## config.mk

```make
export PLATFORM = sky130hd
export DESIGN_NAME = bhold_ctrl
export DESIGN_NICKNAME = d
export VERILOG_FILES = /design/src/rtl/bhold_pkg.sv /design/src/rtl/bhold_rst_sync.sv /design/src/rtl/bhold_sampler.sv /design/src/rtl/bhold_fsm.sv /design/src/rtl/bhold_drive.sv /design/src/rtl/bhold_ctrl.sv
export SDC_FILE = /design/constraint.sdc
export NUM_CORES = 1
export LEC_CHECK = 0
export BUFFER_PORTS_ARGS = -buffer_cell sky130_fd_sc_hd__buf_4
export CORE_AREA = 2 2 39 41
export CTS_BUF_LIST = sky130_fd_sc_hd__clkbuf_16
export DETAILED_ROUTE_END_ITERATION = 12
export DIE_AREA = 0 0 41 43
export GPL_ROUTABILITY_DRIVEN = 0
export GPL_TIMING_DRIVEN = 0
export PLACE_DENSITY = 0.47
export SKIP_CTS_REPAIR_TIMING = 1
export SYNTH_ARGS = -nofsm -noshare
export SYNTH_HDL_FRONTEND = slang
export SYNTH_SLANG_ARGS = --single-unit
```

## constraint.sdc

```tcl
create_clock -name clk -period 3 [get_ports clk]
set_input_delay 0.75 -clock clk [delete_from_list [all_inputs] [get_ports clk]]
set_output_delay 0.75 -clock clk [all_outputs]
set_load 0.05 [all_outputs]
```

## src/rtl/bhold_pkg.sv

```systemverilog
package bhold_pkg;
  typedef enum logic [1:0] {
    HS_IDLE    = 2'd0,
    HS_STATUS  = 2'd1,
    HS_FLOATED = 2'd2,
    HS_RELEASE = 2'd3
  } hold_state_e;
endpackage

```

## src/rtl/bhold_rst_sync.sv

```systemverilog
module bhold_rst_sync #(
  parameter int STAGES = 2
) (
  input  logic clk,
  input  logic rst_n,
  output logic rst_n_sync
);
  logic [STAGES-1:0] chain_q;

  always_ff @(posedge clk or negedge rst_n) begin
    if (!rst_n) chain_q <= '0;
    else        chain_q <= {chain_q[STAGES-2:0], 1'b1};
  end

  assign rst_n_sync = chain_q[STAGES-1];
endmodule

```

## src/rtl/bhold_sampler.sv

```systemverilog
module bhold_sampler (
  input  logic clk,
  input  logic rst_n,
  input  logic phi_run,
  input  logic ph_fall,
  input  logic hold_n,
  output logic hold_req
);
  logic req_q, req_d, samp_en;

  assign samp_en = phi_run & ph_fall;

  always_comb begin
    req_d = req_q;
    if (samp_en) req_d = ~hold_n;
  end

  always_ff @(posedge clk or negedge rst_n) begin
    if (!rst_n) req_q <= 1'b0;
    else        req_q <= req_d;
  end

  assign hold_req = req_q;

  // request follows the inverted pin at a falling phase
  a_r1_sample: assert property (@(posedge clk) disable iff (!rst_n)
    (phi_run && ph_fall) |=> (hold_req == !$past(hold_n)));
  // request frozen whenever no running falling phase
  a_r9_req_frozen: assert property (@(posedge clk) disable iff (!rst_n)
    !(phi_run && ph_fall) |=> $stable(hold_req));
endmodule

```

## src/rtl/bhold_fsm.sv

```systemverilog
module bhold_fsm
  import bhold_pkg::*;
(
  input  logic        clk,
  input  logic        rst_n,
  input  logic        phi_run,
  input  logic        ph_rise,
  input  logic        hold_req,
  input  logic        samp_win,
  input  logic        rfsh_req,
  output hold_state_e state
);
  hold_state_e st_q, st_d;
  logic step, grant;

  assign step  = phi_run & ph_rise;
  assign grant = step & hold_req & samp_win & ~rfsh_req;

  always_comb begin
    st_d = st_q;
    unique case (st_q)
      HS_IDLE:    if (grant)             st_d = HS_STATUS;
      HS_STATUS:  if (step)              st_d = HS_FLOATED;
      HS_FLOATED: if (step && !hold_req) st_d = HS_RELEASE;
      HS_RELEASE: if (step)              st_d = HS_IDLE;
      default:                           st_d = HS_IDLE;
    endcase
  end

  always_ff @(posedge clk or negedge rst_n) begin
    if (!rst_n) st_q <= HS_IDLE;
    else        st_q <= st_d;
  end

  assign state = st_q;

  // leaving idle needs window open and no refresh
  a_r2_accept_rules: assert property (@(posedge clk) disable iff (!rst_n)
    (st_q == HS_STATUS && $past(st_q) == HS_IDLE) |->
      $past(samp_win && !rfsh_req && hold_req && ph_rise));
  // after grant the float step always follows
  a_r8_entry_completes: assert property (@(posedge clk) disable iff (!rst_n)
    (st_q == HS_STATUS) |=> (st_q == HS_STATUS || st_q == HS_FLOATED));
  // sequence frozen while phase clock stopped
  a_r9_state_frozen: assert property (@(posedge clk) disable iff (!rst_n)
    !phi_run |=> $stable(st_q));
endmodule

```

## src/rtl/bhold_drive.sv

```systemverilog
module bhold_drive
  import bhold_pkg::*;
#(
  parameter bit ST0_RUN  = 1'b0,
  parameter bit ST1_RUN  = 1'b1,
  parameter bit ST0_HOLD = 1'b1,
  parameter bit ST1_HOLD = 1'b0
) (
  input  hold_state_e state,
  input  logic        cpu_e,
  input  logic        cpu_ale,
  output logic        cpu_clk_en_o,
  output logic        st0_o,
  output logic        st1_o,
  output logic        e_o,
  output logic        ale_o,
  output logic        bus_float_o,
  output logic        wdt_stop_o,
  output logic        port_freeze_o
);
  logic in_hold, stat_hold;

  always_comb begin
    in_hold   = (state != HS_IDLE);
    stat_hold = (state == HS_STATUS) || (state == HS_FLOATED);
    st0_o         = stat_hold ? ST0_HOLD : ST0_RUN;
    st1_o         = stat_hold ? ST1_HOLD : ST1_RUN;
    bus_float_o   = (state == HS_FLOATED) || (state == HS_RELEASE);
    cpu_clk_en_o  = ~in_hold;
    wdt_stop_o    = in_hold;
    port_freeze_o = in_hold;
    e_o           = in_hold ? 1'b1 : cpu_e;
    ale_o         = in_hold ? 1'b0 : cpu_ale;
  end
endmodule

```

## src/rtl/bhold_ctrl.sv

```systemverilog
module bhold_ctrl
  import bhold_pkg::*;
#(
  parameter int RST_STAGES = 2
) (
  input  logic clk,
  input  logic rst_n,
  input  logic phi_run,
  input  logic ph_rise,
  input  logic ph_fall,
  input  logic hold_n,
  input  logic samp_win,
  input  logic rfsh_req,
  input  logic cpu_e,
  input  logic cpu_ale,
  output logic cpu_clk_en_o,
  output logic st0_o,
  output logic st1_o,
  output logic e_o,
  output logic ale_o,
  output logic bus_float_o,
  output logic wdt_stop_o,
  output logic port_freeze_o
);
  logic        rst_n_i;
  logic        hold_req;
  hold_state_e state;

  bhold_rst_sync #(.STAGES(RST_STAGES)) u_rst (
    .clk(clk), .rst_n(rst_n), .rst_n_sync(rst_n_i)
  );

  bhold_sampler u_samp (
    .clk(clk), .rst_n(rst_n_i), .phi_run(phi_run), .ph_fall(ph_fall),
    .hold_n(hold_n), .hold_req(hold_req)
  );

  bhold_fsm u_fsm (
    .clk(clk), .rst_n(rst_n_i), .phi_run(phi_run), .ph_rise(ph_rise),
    .hold_req(hold_req), .samp_win(samp_win), .rfsh_req(rfsh_req),
    .state(state)
  );

  bhold_drive u_drv (
    .state(state), .cpu_e(cpu_e), .cpu_ale(cpu_ale),
    .cpu_clk_en_o(cpu_clk_en_o), .st0_o(st0_o), .st1_o(st1_o),
    .e_o(e_o), .ale_o(ale_o), .bus_float_o(bus_float_o),
    .wdt_stop_o(wdt_stop_o), .port_freeze_o(port_freeze_o)
  );

  // status change coincides with the CPU clock stopping
  a_r3_clock_stops: assert property (@(posedge clk) disable iff (!rst_n_i)
    $rose(st0_o) |-> !cpu_clk_en_o);
  // float only starts after the status pins already show hold
  a_r4_float_after_status: assert property (@(posedge clk) disable iff (!rst_n_i)
    $rose(bus_float_o) |-> ($past(st0_o) && st0_o));
  // float ends only after the status pins went back
  a_r5_release_order: assert property (@(posedge clk) disable iff (!rst_n_i)
    $fell(bus_float_o) |-> !$past(st0_o));
  // strobes pinned while floated
  a_r7_strobes_pinned: assert property (@(posedge clk) disable iff (!rst_n_i)
    bus_float_o |-> (e_o && !ale_o && !cpu_clk_en_o));
endmodule

```

# == Word level (Yosys, flattened, before mapping) ==
# Cells that the tools add are included.
# word_totals
out_inout_bits,8
regBits,5
word_cells,34
inputBits,10
# op_classes
n_eq_ne,7
n_reduce_logical,7
n_mux,9
bitwise_logic,8
# op_table
operator,n
two-way mux 2 bit,4
case mux 2 bit (4 select lines),1
"!= test 2 bit, second input constant",3
bitwise AND 1 bit,5
"== test 2 bit, second input constant",2
two-way mux 1 bit,4
AND reduction 4 bit,1
NOT 1 bit,3
"== test 2 x 1 -> 1 bit, second input constant",1
zero test 2 bit,1
logical OR 1 bit,2
"!= test 2 x 1 -> 1 bit, second input constant",1
nonzero test 2 bit,1
logical AND 1 bit,1
zero test 1 bit,1

# == Depth between registers and ports, before layout ==
# logic_depth
depth_word,6
mapped_depth,6
mapped_depth_nobuf,6

# == By module ==
# A second synthesis with hierarchy kept.
# unflattened
hier_cells,32
hier_area_um2,345.3
# by_module_without_submodules
module,instances,seq_area_each_um2,cells_each,area_each_um2
bhold_fsm,1,50.0,14,163.9
bhold_drive,1,0.0,12,91.3
bhold_rst_sync,1,50.0,3,53.8
bhold_sampler,1,25.0,3,36.3

# == Least setup slack after synthesis ==
# Ideal clock, no wire load.
# synth_path
path_type,reg2out
from,"reg u_fsm.st_q[0], in the netlist u_fsm.state[0]"
to,out wdt_stop_o
arrival_time_ns,1.732
path_buffers,1
t_required_ns,2.250
stages_incl_launch_ff,5
slack_ns,0.518
path_cell_list,dfrtp_1 > inv_1 > ha_1 > inv_1 > buf_4
# synth_between
elab_chain_cells,1
# synth_lines
element,line,text
"start, declared",bhold_fsm.sv:13,"hold_state_e st_q, st_d;"
"start signal, assigned",bhold_fsm.sv:32,else st_q <= st_d;
nonzero test 2 bit,bhold_drive.sv:24,in_hold = (state != HS_IDLE);
"end, declared",bhold_ctrl.sv:22,"output logic wdt_stop_o,"
# No other way between the ends.

# == Final worst setup path ==
# layout_path
from,"reg u_fsm.st_q[1], in the netlist u_fsm.state[1]"
to,out e_o
# layout_between
elab_chain_cells,2
# layout_lines
element,line,text
nonzero test 2 bit,bhold_drive.sv:24,
two-way mux 1 bit,bhold_drive.sv:32,e_o = in_hold ? 1'b1 : cpu_e;
"end, declared",bhold_ctrl.sv:19,"output logic e_o,"
# No other way between the ends.

==> run metrics <==
number of CTS-inserted buffers 3; number of setup violations in the final report 0; Hold Worst Slack 0.0367 ns; hold violation count in the final report 0; maximum achievable frequency around 450 MHz; count of mapped cells out of synthesis 26; clock root buffer master sky130_fd_sc_hd__clkbuf_16; post-detailed-route DRC marker count 0; Worst Path Required between 2 and 2.5 ns; first-pass iteration count of the detailed router 3; buffers from clock root to sink, at most 2; clock insertion delay at the later pin of the skew report 0.23 ns; number of placed instances, taps included a little under 60; count of pins over their slew limit 0; number of enable-type register cells in the synthesized netlist 0; max-cap viol count 0; cells taking the most area after synthesis sky130_fd_sc_hd__dfrtp_1 43%, sky130_fd_sc_hd__ha_1 17%, sky130_fd_sc_hd__a221oi_2 5.2%; Wirelength per Cell 10.2 um; CORE AREA roughly 1400 um2; via count of the first global-routing pass ~260; Final ANT Viol Nets 0; warnings from Yosys 0; number of antenna repair diodes 0; IO Pins 18; endpoint kind of the worst setup timing path primary output; post-synth cell types 15; die outline area 1760 um2; mean instance size in the synthesized netlist around 11 um2; GRT Residual Overflow 0; Setup TNS Final 0 ns; reg2reg start u_fsm.state[0]$_DFFE_PN0P_; critical path's largest stage delay slightly below 0.4 ns; total number of H-tree levels 1; standard-cell rows 14; sink count of the clock tree 5; filler cell count 150; unrepaired setup endpoints after global routing no; dpl hpwl 528 um; Critical Path Start u_fsm.state[1]$_DFFE_PN0P_; Port Buffers 17; worst-case clock skew roughly 0.0015 ns; syn_nets 40; run status complete, no violations; post-route minimum period ~2.2 ns; vertical die dimension 43 um; die boundary width ~41 um; drt first-iter violations 2; sort of element at the start of the critical path register; Final Non-Filler Cells between 60 and 70; detailed-route wire length between 600 and 700 um; GRT Overall Usage 8.59%; cells along the critical path inv_1 -> ha_1 -> or2b_1 -> buf_4; CP arrival approximately 1.5 ns; CTS tree built; Via density ~4.3; synthesized cell area just under 300 um2; share of the clock period used by the worst path 73.6%; ratio of cells with drive above 1 in the final layout 53.2%; pin count of the biggest net entering global routing 8; largest driver fanout on the critical path 7; DR vias 271; portion of the post-synthesis area used by sequential elements between 40% and 50%; final net count just over 60; cell family contributing the most delay on the critical path flip-flops; async set-reset flop share out of synthesis 100%; CP Buf/Inv Count 2; area delta synth->final 78.4%; WS Path Type reg -> out; Initial Utilization between 20% and 30%; antenna violations before repair 0; fraction of synthesized cell area taken by the top area cell type a little over two fifths; Reg clk slew, reported paths 0.03 ns; number of register bits inferred by synthesis 5; cell taking the most area after synthesis sky130_fd_sc_hd__dfrtp_1; class of the tightest hold or removal check reg -> async; primary flip-flop cell chosen by synthesis mapping sky130_fd_sc_hd__dfrtp_1; global-route wire length before repair between 900 and 1000 um; Max stage delay cell, worst path sky130_fd_sc_hd__dfrtp_1
## synth_stat cells (2+ instances only)
library cell and instances:
sky130_fd_sc_hd__a21oi_1 2, sky130_fd_sc_hd__dfrtp_1 5, sky130_fd_sc_hd__ha_1 4, sky130_fd_sc_hd__inv_1 4
## cells by family after synthesis
logic type / count (synthesis) / share of synthesized area, %
AOI/OAI and AO/OA: 5 / 14.7
adders and majority gates: 4 / 17.3
buffers and inverters: 5 / 7.79
DFF: 5 / 43.3
muxes: 1 / 3.46
other: 1 / 1.30
and+or+nand+nor: 5 / 12.1
## metrics by stage
stage	worst slack, ns	utilization, %	area (um2)
after floorplan	0.518	-	289
after global placement	1.00	31.6	437
after detailed placement	1.00	31.6	437
after CTS	0.775	37.3	515
after global routing	0.690	37.3	515
final	0.791	37.3	515
## worst reg2reg max path, stage by stage (launching register included)
cell	delay, ns
sky130_fd_sc_hd__dfrtp_1	0.39
sky130_fd_sc_hd__inv_1	0.08
sky130_fd_sc_hd__ha_1	0.29
sky130_fd_sc_hd__nor4_1	0.31
sky130_fd_sc_hd__a21oi_1	0.10
sky130_fd_sc_hd__a221oi_2	0.24
sky130_fd_sc_hd__mux2i_1	0.21
## placed cells by master (no fill, tap or decap)
cell type	count
sky130_fd_sc_hd__buf_4	18
sky130_fd_sc_hd__a31oi_1	1
sky130_fd_sc_hd__and2_2	1
sky130_fd_sc_hd__a21oi_1	2
sky130_fd_sc_hd__or2_2	1
sky130_fd_sc_hd__clkbuf_16	3
sky130_fd_sc_hd__o32a_2	1
sky130_fd_sc_hd__nand3b_1	1
sky130_fd_sc_hd__a221oi_2	1
sky130_fd_sc_hd__inv_1	5
sky130_fd_sc_hd__nor4_1	1
sky130_fd_sc_hd__mux2i_1	1
sky130_fd_sc_hd__conb_1	1
sky130_fd_sc_hd__dfrtp_1	5
sky130_fd_sc_hd__or2b_1	1
sky130_fd_sc_hd__ha_1	4
## path summary, 6_finish.rpt
kind / to / slack (ns) / cells past startpoint
max: e_o / 0.79 / 4
min: u_fsm.state[0]$_DFFE_PN0P_ / 0.04 / 0
max reg2reg: u_fsm.state[1]$_DFFE_PN0P_ / 1.30 / 6
min reg2reg: u_fsm.state[0]$_DFFE_PN0P_ / 0.04 / 0
max in group asynchronous: u_rst.chain_q[1]$_DFF_PN0_ / 2.62 / 1
min in group clk: u_rst.chain_q[1]$_DFF_PN0_ / 0.35 / 0
## final cells by class
type                    instances  area, um2  area share, %
plain buffers                   1       7.51           1.46
inverters                       4       15.0           2.91
multi-input cells              16        141           27.4
well taps                      16       20.0           3.88
repair buffers                 17        128           24.8
clock buffers                   3       75.1           14.6
clock inverters                 1       3.75          0.728
flip-flops and latches          5        125           24.3
## state kept, by name, summed over array words and instances, names as in the netlist
signal           cells
u_samp.hold_req      1
u_rst.chain_q        2
u_fsm.state          2
## per-layer routing
metal  GRT usage [%]  vias to the layer above  part of all wire (%)
li1                -                      129                     -
met1            7.21                      126                    32
met2            12.8                       14                    52
met3            3.66                        2                    12
met4            10.0                        0                   3.3
met5               0                        -                     0
Power is not shown: default switching activity piles up to over one toggle a cycle in this logic, so the estimate is an artifact.
